==> src/rtl/bwmon_pkg.sv <==
package bwmon_pkg;

  // Register byte offsets; counter slots sit at CTR_BASE + 4*slot.
  localparam int unsigned PRESC_OFS  = 'h000;
  localparam int unsigned CFG_OFS    = 'h004;
  localparam int unsigned CTR_BASE   = 'h0A0;
  localparam int unsigned TOTAL_SLOT = 5;

  typedef enum logic [1:0] {
    UNIT_BYTE = 2'd0,
    UNIT_KIB  = 2'd1,
    UNIT_MIB  = 2'd2,
    UNIT_RSVD = 2'd3
  } unit_e;

  typedef struct packed {
    logic [15:0] period_m1;
    logic [12:0] spare;
    unit_e       unit;
    logic        en;
  } cfg_t;

  function automatic int unsigned unit_shift(input unit_e u);
    case (u)
      UNIT_KIB: return 10;
      UNIT_MIB: return 20;
      default:  return 0;
    endcase
  endfunction

endpackage

==> src/rtl/bwmon_tick_gen.sv <==
module bwmon_tick_gen #(
  parameter int PRESC_W = 32,
  parameter int WIN_W   = 16
) (
  input  logic               clk,
  input  logic               rst_n,
  input  logic               en,
  input  logic               clr,
  input  logic [PRESC_W-1:0] presc_m1,
  input  logic [WIN_W-1:0]   period_m1,
  output logic               tick,
  output logic               win_end
);
  logic [PRESC_W-1:0] pre_q;
  logic [WIN_W-1:0]   win_q;
  logic               pre_wrap;

  // >= keeps a shrinking limit from letting the counter run away
  assign pre_wrap = pre_q >= presc_m1;
  assign tick     = en && pre_wrap;
  assign win_end  = tick && (win_q >= period_m1);

  always_ff @(posedge clk or negedge rst_n) begin
    if (!rst_n) begin
      pre_q <= '0;
      win_q <= '0;
    end else if (clr) begin
      pre_q <= '0;
      win_q <= '0;
    end else if (en) begin
      pre_q <= pre_wrap ? '0 : pre_q + 1'b1;
      if (tick) win_q <= win_end ? '0 : win_q + 1'b1;
    end
  end
endmodule

==> src/rtl/bwmon_sat_ctr.sv <==
module bwmon_sat_ctr #(
  parameter int CNT_W = 32,
  parameter int IN_W  = 8
) (
  input  logic             clk,
  input  logic             rst_n,
  input  logic             clr,
  input  logic             en,
  input  logic             inc_valid,
  input  logic [IN_W-1:0]  inc_amt,
  output logic [CNT_W-1:0] count
);
  logic [CNT_W:0] ext_sum;

  assign ext_sum = {1'b0, count} + (CNT_W+1)'(inc_amt);

  always_ff @(posedge clk or negedge rst_n) begin
    if (!rst_n)                count <= '0;
    else if (clr)              count <= '0;
    else if (en && inc_valid)  count <= ext_sum[CNT_W] ? '1 : ext_sum[CNT_W-1:0];
  end
endmodule

==> src/rtl/bwmon_win_peak.sv <==
module bwmon_win_peak #(
  parameter int CNT_W = 32,
  parameter int SUM_W = 11
) (
  input  logic             clk,
  input  logic             rst_n,
  input  logic             clr,
  input  logic             en,
  input  logic             win_end,
  input  logic [SUM_W-1:0] beat_sum,
  output logic [CNT_W-1:0] peak
);
  logic [CNT_W-1:0] acc_q;
  logic [CNT_W-1:0] acc_next;
  logic [CNT_W:0]   ext_sum;

  // Window total including this cycle's beats, saturated
  assign ext_sum  = {1'b0, acc_q} + (CNT_W+1)'(beat_sum);
  assign acc_next = ext_sum[CNT_W] ? '1 : ext_sum[CNT_W-1:0];

  always_ff @(posedge clk or negedge rst_n) begin
    if (!rst_n) begin
      acc_q <= '0;
      peak  <= '0;
    end else if (clr) begin
      acc_q <= '0;
      peak  <= '0;
    end else if (en) begin
      if (win_end) begin
        acc_q <= '0;
        if (acc_next > peak) peak <= acc_next;
      end else begin
        acc_q <= acc_next;
      end
    end
  end
endmodule

==> src/rtl/bwmon_top.sv <==
module bwmon_top
  import bwmon_pkg::*;
#(
  parameter int NUM_MASTERS = 4,
  parameter int BYTES_W     = 8,
  parameter int CNT_W       = 32,
  parameter int ADDR_W      = 12
) (
  input  logic                           clk,
  input  logic                           rst_n,
  input  logic [NUM_MASTERS-1:0]         beat_valid,
  input  logic [NUM_MASTERS*BYTES_W-1:0] beat_bytes,
  input  logic                           wr_en,
  input  logic [ADDR_W-1:0]              wr_addr,
  input  logic [31:0]                    wr_data,
  input  logic [ADDR_W-1:0]              rd_addr,
  output logic [31:0]                    rd_data
);
  localparam int SUM_W  = BYTES_W + $clog2(NUM_MASTERS + 1);
  localparam int SLOT_W = ADDR_W - 2;

  logic [31:0]                  presc_q;
  cfg_t                         cfg_q;
  logic                         en_q;
  logic                         cfg_wr;
  logic                         clr_pulse;
  logic                         tick;
  logic                         win_end;
  logic [SUM_W-1:0]             beat_sum;
  logic [CNT_W-1:0]             peak_q;
  logic [NUM_MASTERS*CNT_W-1:0] cnt_flat;
  logic [ADDR_W-1:0]            rd_off;
  logic [SLOT_W-1:0]            rd_slot;

  assign cfg_wr    = wr_en && (wr_addr == ADDR_W'(CFG_OFS));
  assign en_q      = cfg_q.en;
  // Clear lands on the same edge that sets the enable bit
  assign clr_pulse = cfg_wr && wr_data[0] && !en_q;

  always_ff @(posedge clk or negedge rst_n) begin
    if (!rst_n) begin
      presc_q <= '0;
      cfg_q   <= '0;
    end else if (wr_en) begin
      if (wr_addr == ADDR_W'(PRESC_OFS)) presc_q <= wr_data;
      if (cfg_wr)                        cfg_q   <= cfg_t'(wr_data);
    end
  end

  bwmon_tick_gen #(.PRESC_W(32), .WIN_W(16)) u_tick (
    .clk       (clk),
    .rst_n     (rst_n),
    .en        (en_q),
    .clr       (clr_pulse),
    .presc_m1  (presc_q),
    .period_m1 (cfg_q.period_m1),
    .tick      (tick),
    .win_end   (win_end)
  );

  always_comb begin
    beat_sum = '0;
    for (int i = 0; i < NUM_MASTERS; i++)
      if (beat_valid[i]) beat_sum = beat_sum + SUM_W'(beat_bytes[i*BYTES_W +: BYTES_W]);
  end

  for (genvar g = 0; g < NUM_MASTERS; g++) begin : g_ctr
    bwmon_sat_ctr #(.CNT_W(CNT_W), .IN_W(BYTES_W)) u_ctr (
      .clk       (clk),
      .rst_n     (rst_n),
      .clr       (clr_pulse),
      .en        (en_q),
      .inc_valid (beat_valid[g]),
      .inc_amt   (beat_bytes[g*BYTES_W +: BYTES_W]),
      .count     (cnt_flat[g*CNT_W +: CNT_W])
    );
  end

  bwmon_win_peak #(.CNT_W(CNT_W), .SUM_W(SUM_W)) u_peak (
    .clk      (clk),
    .rst_n    (rst_n),
    .clr      (clr_pulse),
    .en       (en_q),
    .win_end  (win_end),
    .beat_sum (beat_sum),
    .peak     (peak_q)
  );

  function automatic logic [31:0] to_units(input logic [CNT_W-1:0] v, input unit_e u);
    logic [CNT_W-1:0] shifted;
    shifted = v >> unit_shift(u);
    return 32'(shifted);
  endfunction

  assign rd_off  = rd_addr - ADDR_W'(CTR_BASE);
  assign rd_slot = rd_off[ADDR_W-1:2];

  always_comb begin
    rd_data = '0;
    if (rd_addr == ADDR_W'(PRESC_OFS)) begin
      rd_data = presc_q;
    end else if (rd_addr == ADDR_W'(CFG_OFS)) begin
      rd_data = cfg_q;
    end else if (rd_addr >= ADDR_W'(CTR_BASE) && rd_off[1:0] == 2'b00) begin
      if (rd_slot == SLOT_W'(TOTAL_SLOT)) begin
        rd_data = to_units(peak_q, cfg_q.unit);
      end else begin
        for (int i = 0; i < NUM_MASTERS; i++)
          if (rd_slot == SLOT_W'(i)) rd_data = to_units(cnt_flat[i*CNT_W +: CNT_W], cfg_q.unit);
      end
    end
  end
endmodule

==> config.mk <==
export PLATFORM = sky130hd
export DESIGN_NAME = bwmon_top
export DESIGN_NICKNAME = d
export VERILOG_FILES = /design/src/rtl/bwmon_pkg.sv /design/src/rtl/bwmon_tick_gen.sv /design/src/rtl/bwmon_sat_ctr.sv /design/src/rtl/bwmon_win_peak.sv /design/src/rtl/bwmon_top.sv
export SDC_FILE = /design/constraint.sdc
export NUM_CORES = 1
export LEC_CHECK = 0
export BUFFER_PORTS_ARGS = -buffer_cell sky130_fd_sc_hd__buf_2
export CAP_MARGIN = 20
export CORE_ASPECT_RATIO = 1.1
export CORE_UTILIZATION = 55
export CTS_CLUSTER_DIAMETER = 150
export DETAILED_ROUTE_END_ITERATION = 8
export PLACE_DENSITY = 0.76
export RECOVER_POWER = 50
export SKIP_LAST_GASP = 1
export SLEW_MARGIN = 10
export SYNTH_ARGS = -nofsm -noshare
export SYNTH_HDL_FRONTEND = slang
export SYNTH_SLANG_ARGS = --single-unit
==> constraint.sdc <==
create_clock -name clk -period 4.8 [get_ports clk]
set_clock_uncertainty 0.2 [all_clocks]
set_input_delay 0.48 -clock clk [delete_from_list [all_inputs] [get_ports clk]]
set_output_delay 0.48 -clock clk [all_outputs]
set_load 0.05 [all_outputs]
# Yosys cells after proc, flatten, opt, wreduce, memory -nomap -nowiden
# Index checks and enable logic that the tools add are counted.
# op_classes
addsub,11
magnitude_cmp,4
eq_ne,8
shift,5
n_mux,64
reduce_logical,27
# ops
cell,n
32-bit 2-to-1 mux,55
32-bit by 32-bit right shift with 32-bit output,5
32-bit by 8-bit adder with 33-bit output,4
16-bit 2-to-1 mux,4
11-bit by 8-bit adder with 11-bit output,3
32-bit by 11-bit adder with 33-bit output,1
11-bit 2-to-1 mux,3
"32-bit by 1-bit adder with 32-bit output, second input constant",1
32-bit >= comparator,1
32-bit > comparator,1
"12-bit by 3-bit == test with 1-bit output, second input constant",2
12-bit logical NOT,2
"10-bit by 2-bit == test with 1-bit output, second input constant",2
"16-bit by 1-bit adder with 16-bit output, second input constant",1
16-bit >= comparator,1
2-bit nonzero test,8
"12-bit by 8-bit >= comparator with 1-bit output, second input constant",1
"12-bit by 8-bit subtractor with 12-bit output, second input constant",1
"10-bit by 1-bit == test with 1-bit output, second input constant",1
"10-bit by 3-bit == test with 1-bit output, second input constant",1
1-bit logical AND,10
10-bit logical NOT,1
5-bit one-hot mux with 2 select lines,1
8-bit 2-to-1 mux,1
other kinds (6),8
# word_totals
register_bits,304
in_bits,95
out_inout_bits,32
elab_cells,132

# Logic depth before layout (Yosys ltp)
# logic_depth
depth_word,16
depth_mapped,41
ltp_nobuf,38

# Hierarchy
# Synthesis repeated with hierarchy kept, for this count alone.
# unflattened
hier_cells,2982
hier_area_um2,26068.8
# modules_own_cells
module,instances,cells_each,area_per_inst_um2,seq_area_each_um2
bwmon_top,1,1067,9266.4,1601.5
bwmon_sat_ctr at g_ctr[0].u_ctr ...,3,246,2140.8,800.8
bwmon_win_peak,1,488,4401.7,1601.5
bwmon_tick_gen,1,466,3961.3,1201.2
bwmon_sat_ctr at g_ctr[3].u_ctr,1,223,2016.9,800.8

# Least setup slack after synthesis
# No wires, ideal clock.
# synth_path
path_kind,input -> register
start,input beat_valid[0]
end,register u_peak.peak[10]
setup_time_ns,0.125
arrival_time_ns,7.734
required_time_ns,4.475
path_slack_ns,-3.259
cell_stages,36
n_path_buf,2
path_cell_list,buf_2 and2_1 ha_1 fa_1 maj3_1 a22oi_1 xor2_1 mux2i_1 ha_1 o21a_1 o31a_1 o31ai_1 a21boi_0 mux2_2 ha_1 and4_1 a22oi_1 or3b_2 nand3_1 ha_1 a21o_1 a21oi_1 inv_1 o211ai_2 nand2_1 mux2i_1 inv_1 ha_1 nand4_1 nor3_1 and4_1 o21ai_0 o21ai_0 nand4_1 buf_2 mux2_2
# synth_via
elab_chain_cells,13
word_cells_on_any_way,16
classes_between,add/sub: 4; order compare: 1; mux: 9; reduce/logical: 2
# synth_lines
element,line_no,source
start: declaration,bwmon_top.sv:11,"input logic [NUM_MASTERS-1:0] beat_valid,"
8-bit 2-to-1 mux (*),bwmon_top.sv:64,if (beat_valid[i]) beat_sum = beat_sum + SUM_W'(beat_bytes[i*BYTES_W +: BYTES_W]);
11-bit by 8-bit adder with 11-bit output,bwmon_top.sv:64,
11-bit 2-to-1 mux (*),bwmon_top.sv:64,
11-bit by 8-bit adder with 11-bit output,bwmon_top.sv:64,
11-bit 2-to-1 mux (*),bwmon_top.sv:64,
11-bit by 8-bit adder with 11-bit output,bwmon_top.sv:64,
11-bit 2-to-1 mux (*),bwmon_top.sv:64,
32-bit by 11-bit adder with 33-bit output (*),bwmon_win_peak.sv:18,"assign ext_sum = {1'b0, acc_q} + (CNT_W+1)'(beat_sum);"
32-bit 2-to-1 mux (*),bwmon_win_peak.sv:19,assign acc_next = ext_sum[CNT_W] ? '1 : ext_sum[CNT_W-1:0];
"parallel branches: the longest is 4 deep, another holds 32-bit > comparator",--,
end signal: assignment,bwmon_win_peak.sv:31,if (acc_next > peak) peak <= acc_next;
end: declaration,bwmon_win_peak.sv:11,output logic [CNT_W-1:0] peak
# Every way passes the cells marked *. The select of a mux whose other input is x is not followed.
# A chain may end at the register's enable or synchronous reset.

# Final worst setup path
# layout_path
start,input beat_valid[0]
end,register u_peak.peak[12]
# Same word-level chain as after synthesis.

==> impl_metrics.json <==
{
  "track_usage": 0.3930,
  "synth.net_count": 3125,
  "maxCapViolations": 3,
  "ios": 127,
  "tightest_slew_ns": 2.989,
  "postRouteAntennaNets": 0,
  "grt_antenna_before_repair": 0,
  "power_leakage_nw": 12.87,
  "synth_compound_area_frac": 0.2611,
  "area_delta_synth_final_pct": 19.16,
  "yosysTopAreaCell": "dfrtp_1",
  "rr_worst_depth": 17,
  "internal-power_w": 0.005474,
  "layout-drive-gt1-share": 0.2098,
  "worst_setup_path_start_kind": "input pin",
  "dr.pass1.iters": 8,
  "clk_pin_slew_worst_paths_ns": 0.07,
  "worstReg2RegStart": "u_peak.acc_q[0]",
  "start_util": 0.5574,
  "syn_inst": 2874,
  "violations": "max-capacitance violations, max-slew violations, negative setup slack",
  "viasPerCell": 6.752,
  "final_hold_viol_count": 0,
  "synth_seq_cells": 304,
  "worstPathArrival_ns": 7.68,
  "fillerInstances": 3579,
  "rsz0062_at_grt": "true",
  "fmax_mhz": 135.1,
  "synth_edf_count": 0,
  "grt_max_degree": 114,
  "diodes": 0,
  "setup_viol": 94,
  "ir_worst_vdd_uv": 280.6,
  "synth_top_family_by_area": "compound AO/OA/AOI/OAI gates",
  "drc_errors": 0,
  "powerDensity_nw_per_um2": 276.3,
  "place.gp.congestion": 1.040,
  "async_reset_ff_frac": 1.000,
  "crit_slowest_cell": "fa_2",
  "synth_xor_area_frac": 0.01921,
  "worstSetupPathType": "input pin to register",
  "finalWorstPathRequiredPeriod_ns": 7.400,
  "slew_violations": 194,
  "slowest_delay_ns": 0.43,
  "yosysWarnings": 0,
  "p_sw_w": 0.002480,
  "reg2reg_slack_ns": 0.06,
  "die_h_um": 221.8,
  "holdPathEnd": "presc_q[18]",
  "final_nets": 3380,
  "setup_slack_ns": -2.600,
  "synth-simple-area-share": 0.1948,
  "cts_tree": "done",
  "clockRootBuffer": "clkbuf_16",
  "r2r-end": "u_peak.peak[12]",
  "holdWs_ns": 0.01133,
  "hpwlAfterDp_um": 65780,
  "overflow": 0,
  "maxSlewHeadroom": -0.9929,
  "path_max_fanout": 6,
  "netlist_area_um2": 24160,
  "combPwrFrac": 0.288,
  "synthAdderAreaFrac": 0.08411,
  "port_buffers": 126,
  "routed_wl_um": 88810,
  "dieWidth_um": 201.8,
  "period_share": 1.542,
  "synth.yosys.seq_area_share": 0.3149,
  "clock_latency_ns": 0.59,
  "clock_path_buffers": 3,
  "clock_sinks": 304,
  "htree_levels": 2,
  "ys.flop_type": "dfrtp_1",
  "muxShareOfSynthArea": 0.06904,
  "wl_per_cell_um": 23.81,
  "rows": 80,
  "synth_area_leaders": "dfrtp_1, ha_1, nand2_1",
  "seqPwrFrac": 0.342,
  "worstPathRequired_ns": 5.08,
  "crit_path_end_kind": "register",
  "first_iter_violations": 3070,
  "avgSynthCellArea_um2": 8.406,
  "fp.coreArea_um2": 43340,
  "clkPwrFrac": 0.370,
  "outcome": "complete, but fails checks",
  "grt_pass1_wl_um": 138400,
  "swShare": 0.3118,
  "synthDominantCellAreaShare": 0.3149,
  "hold_path_depth": 3,
  "dp_slack_ns": -3.523,
  "grt_pass1_vias": 24311,
  "hp-start": "wr_data[18]",
  "cts_buffers": 37,
  "worst_path_most_repeated_cell": "ha_4",
  "hp-class": "input pin to register",
  "die-area_um2": 44770,
  "vias": 25177,
  "yosysUniqueCellTypes": 96
}
==> worst max-delay path: cells and delay by family <==
| kind | cells | cell delay (ns) |
|---|---|---|
| xor+xnor | 1 | 0.18 |
| mux | 4 | 0.92 |
| fa+ha+maj | 7 | 2.15 |
| simple gates | 10 | 1.77 |
| buf+inv | 4 | 0.54 |
| compound gates | 11 | 1.63 |
==> power by group through the flow <==
| stage | sequential, W | clock (W) | combinational, W |
|---|---|---|---|
| CTS | 0.00272 | 0.00295 | 0.00221 |
| detailed placement | 0.00276 | 0 | 0.00206 |
| finish | 0.00272 | 0.00294 | 0.00229 |
| global placement | 0.00276 | 0 | 0.00202 |
| global route | 0.00273 | 0.00304 | 0.00250 |
| floorplan | 0.00273 | 0 | 0.00116 |
==> metal layers <==
metal  track usage  wire [µm]  up-vias
met5             0          0        -
met4        0.2058       5545        0
met3       0.06922       7844      343
met2        0.6411      41420     1418
met1        0.4970      34000    12156
li1              -          -    11260
==> registers in the layout, indices dropped and copies added, names as in the netlist <==
| name | flops |
|---|---|
| g_ctr.u_ctr.count | 128 |
| presc_q | 32 |
| u_peak.acc_q | 32 |
| u_peak.peak | 32 |
| u_tick.pre_q | 32 |
| cfg_q | 31 |
| u_tick.win_q | 16 |
| en_q | 1 |
==> synthesized netlist by cell type, types with 23 or more instances <==
cell,n
a211oi_1,60
a21o_1,33
a21oi_1,202
a221oi_1,30
a22oi_1,42
a31oi_1,72
and2_1,23
and3_1,53
and4_1,35
buf_2,42
clkbuf_1,114
dfrtp_1,304
ha_1,148
inv_1,162
mux2_2,55
mux2i_1,89
nand2_1,291
nand2b_1,23
nand3_1,91
nand4_1,42
nor2_1,198
nor2b_1,30
nor3_1,65
o21ai_0,173
o22ai_1,61
xnor2_1,32
==> per-stage QoR <==
stage	instances	utilization	cell area, µm²	total power [W]	setup TNS [ns]
CTS	3718	0.6592	28570	0.007882	-106.84
detailed placement	3611	0.6166	26720	0.004821	-166.40
floorplan	2874	-	24400	0.003894	-110.68
global route	3729	0.6642	28790	0.008274	-165.91
global placement	3611	0.6166	26720	0.004775	-152.07
finish	3729	0.6642	28790	0.007955	-121.69
==> layout by cell type (no fill, tap or decap), drive strengths merged, types with 12 or more instances in the layout <==
master       instances
a2111oi             12
a211oi              64
a21o                33
a21oi              203
a221oi              31
a222oi              13
a22o                15
a22oi               42
a311oi              20
a31o                13
a31oi               72
a41oi               17
and2                27
and3                55
and4                35
buf                363
clkbuf              53
dfrtp              304
dlygate4sd3         31
ha                 148
inv                165
mux2                55
mux2i               89
nand2              291
nand2b              23
nand3               93
nand4               42
nor2               199
nor2b               30
nor3                73
nor4                20
o211ai              22
o21a                21
o21ai              181
o22ai               61
or2                 17
or3                 13
xnor2               32
xor2                21
==> logic make-up after synthesis <==
logic type | after synthesis
compound gates | 922
buf+inv | 346
fa+ha+maj | 158
mux | 151
xor+xnor | 53
flops | 304
simple gates | 940
==> what timing repair did <==
item                       CTS  global route
gates cloned                 0             2
setup buffers               13             9
setup endpoints to repair   64            64
hold endpoints to repair   163             0
gates resized for setup     49            37
hold buffers                31             0
pin swaps                   31            33
==> layout make-up <==
class | instances | area (µm²) | share of cell area
multi-input combinational | 2224 | 15760 | 0.5474
sequential | 304 | 7609 | 0.2643
timing repair buffer | 400 | 2858 | 0.09927
clock buffer | 47 | 1023 | 0.03555
tap | 574 | 718.2 | 0.02495
inverter | 162 | 608.1 | 0.02112
clock inverter | 18 | 212.7 | 0.007388
==> worst max-delay path by stage <==
stage	from	endpoint	slack [ns]	cells after the start
floorplan	beat_valid[0]	u_peak.peak[10]	-2.60	37
global placement	beat_valid[0]	u_peak.peak[1]	-3.27	36
detailed placement	beat_valid[0]	u_peak.peak[1]	-3.52	36
CTS	beat_valid[0]	u_peak.peak[31]	-2.50	37
global route	beat_valid[0]	u_peak.peak[12]	-2.92	37
finish	beat_valid[0]	u_peak.peak[12]	-2.60	37
No activity file was read; power rests on OpenSTA's default activity.
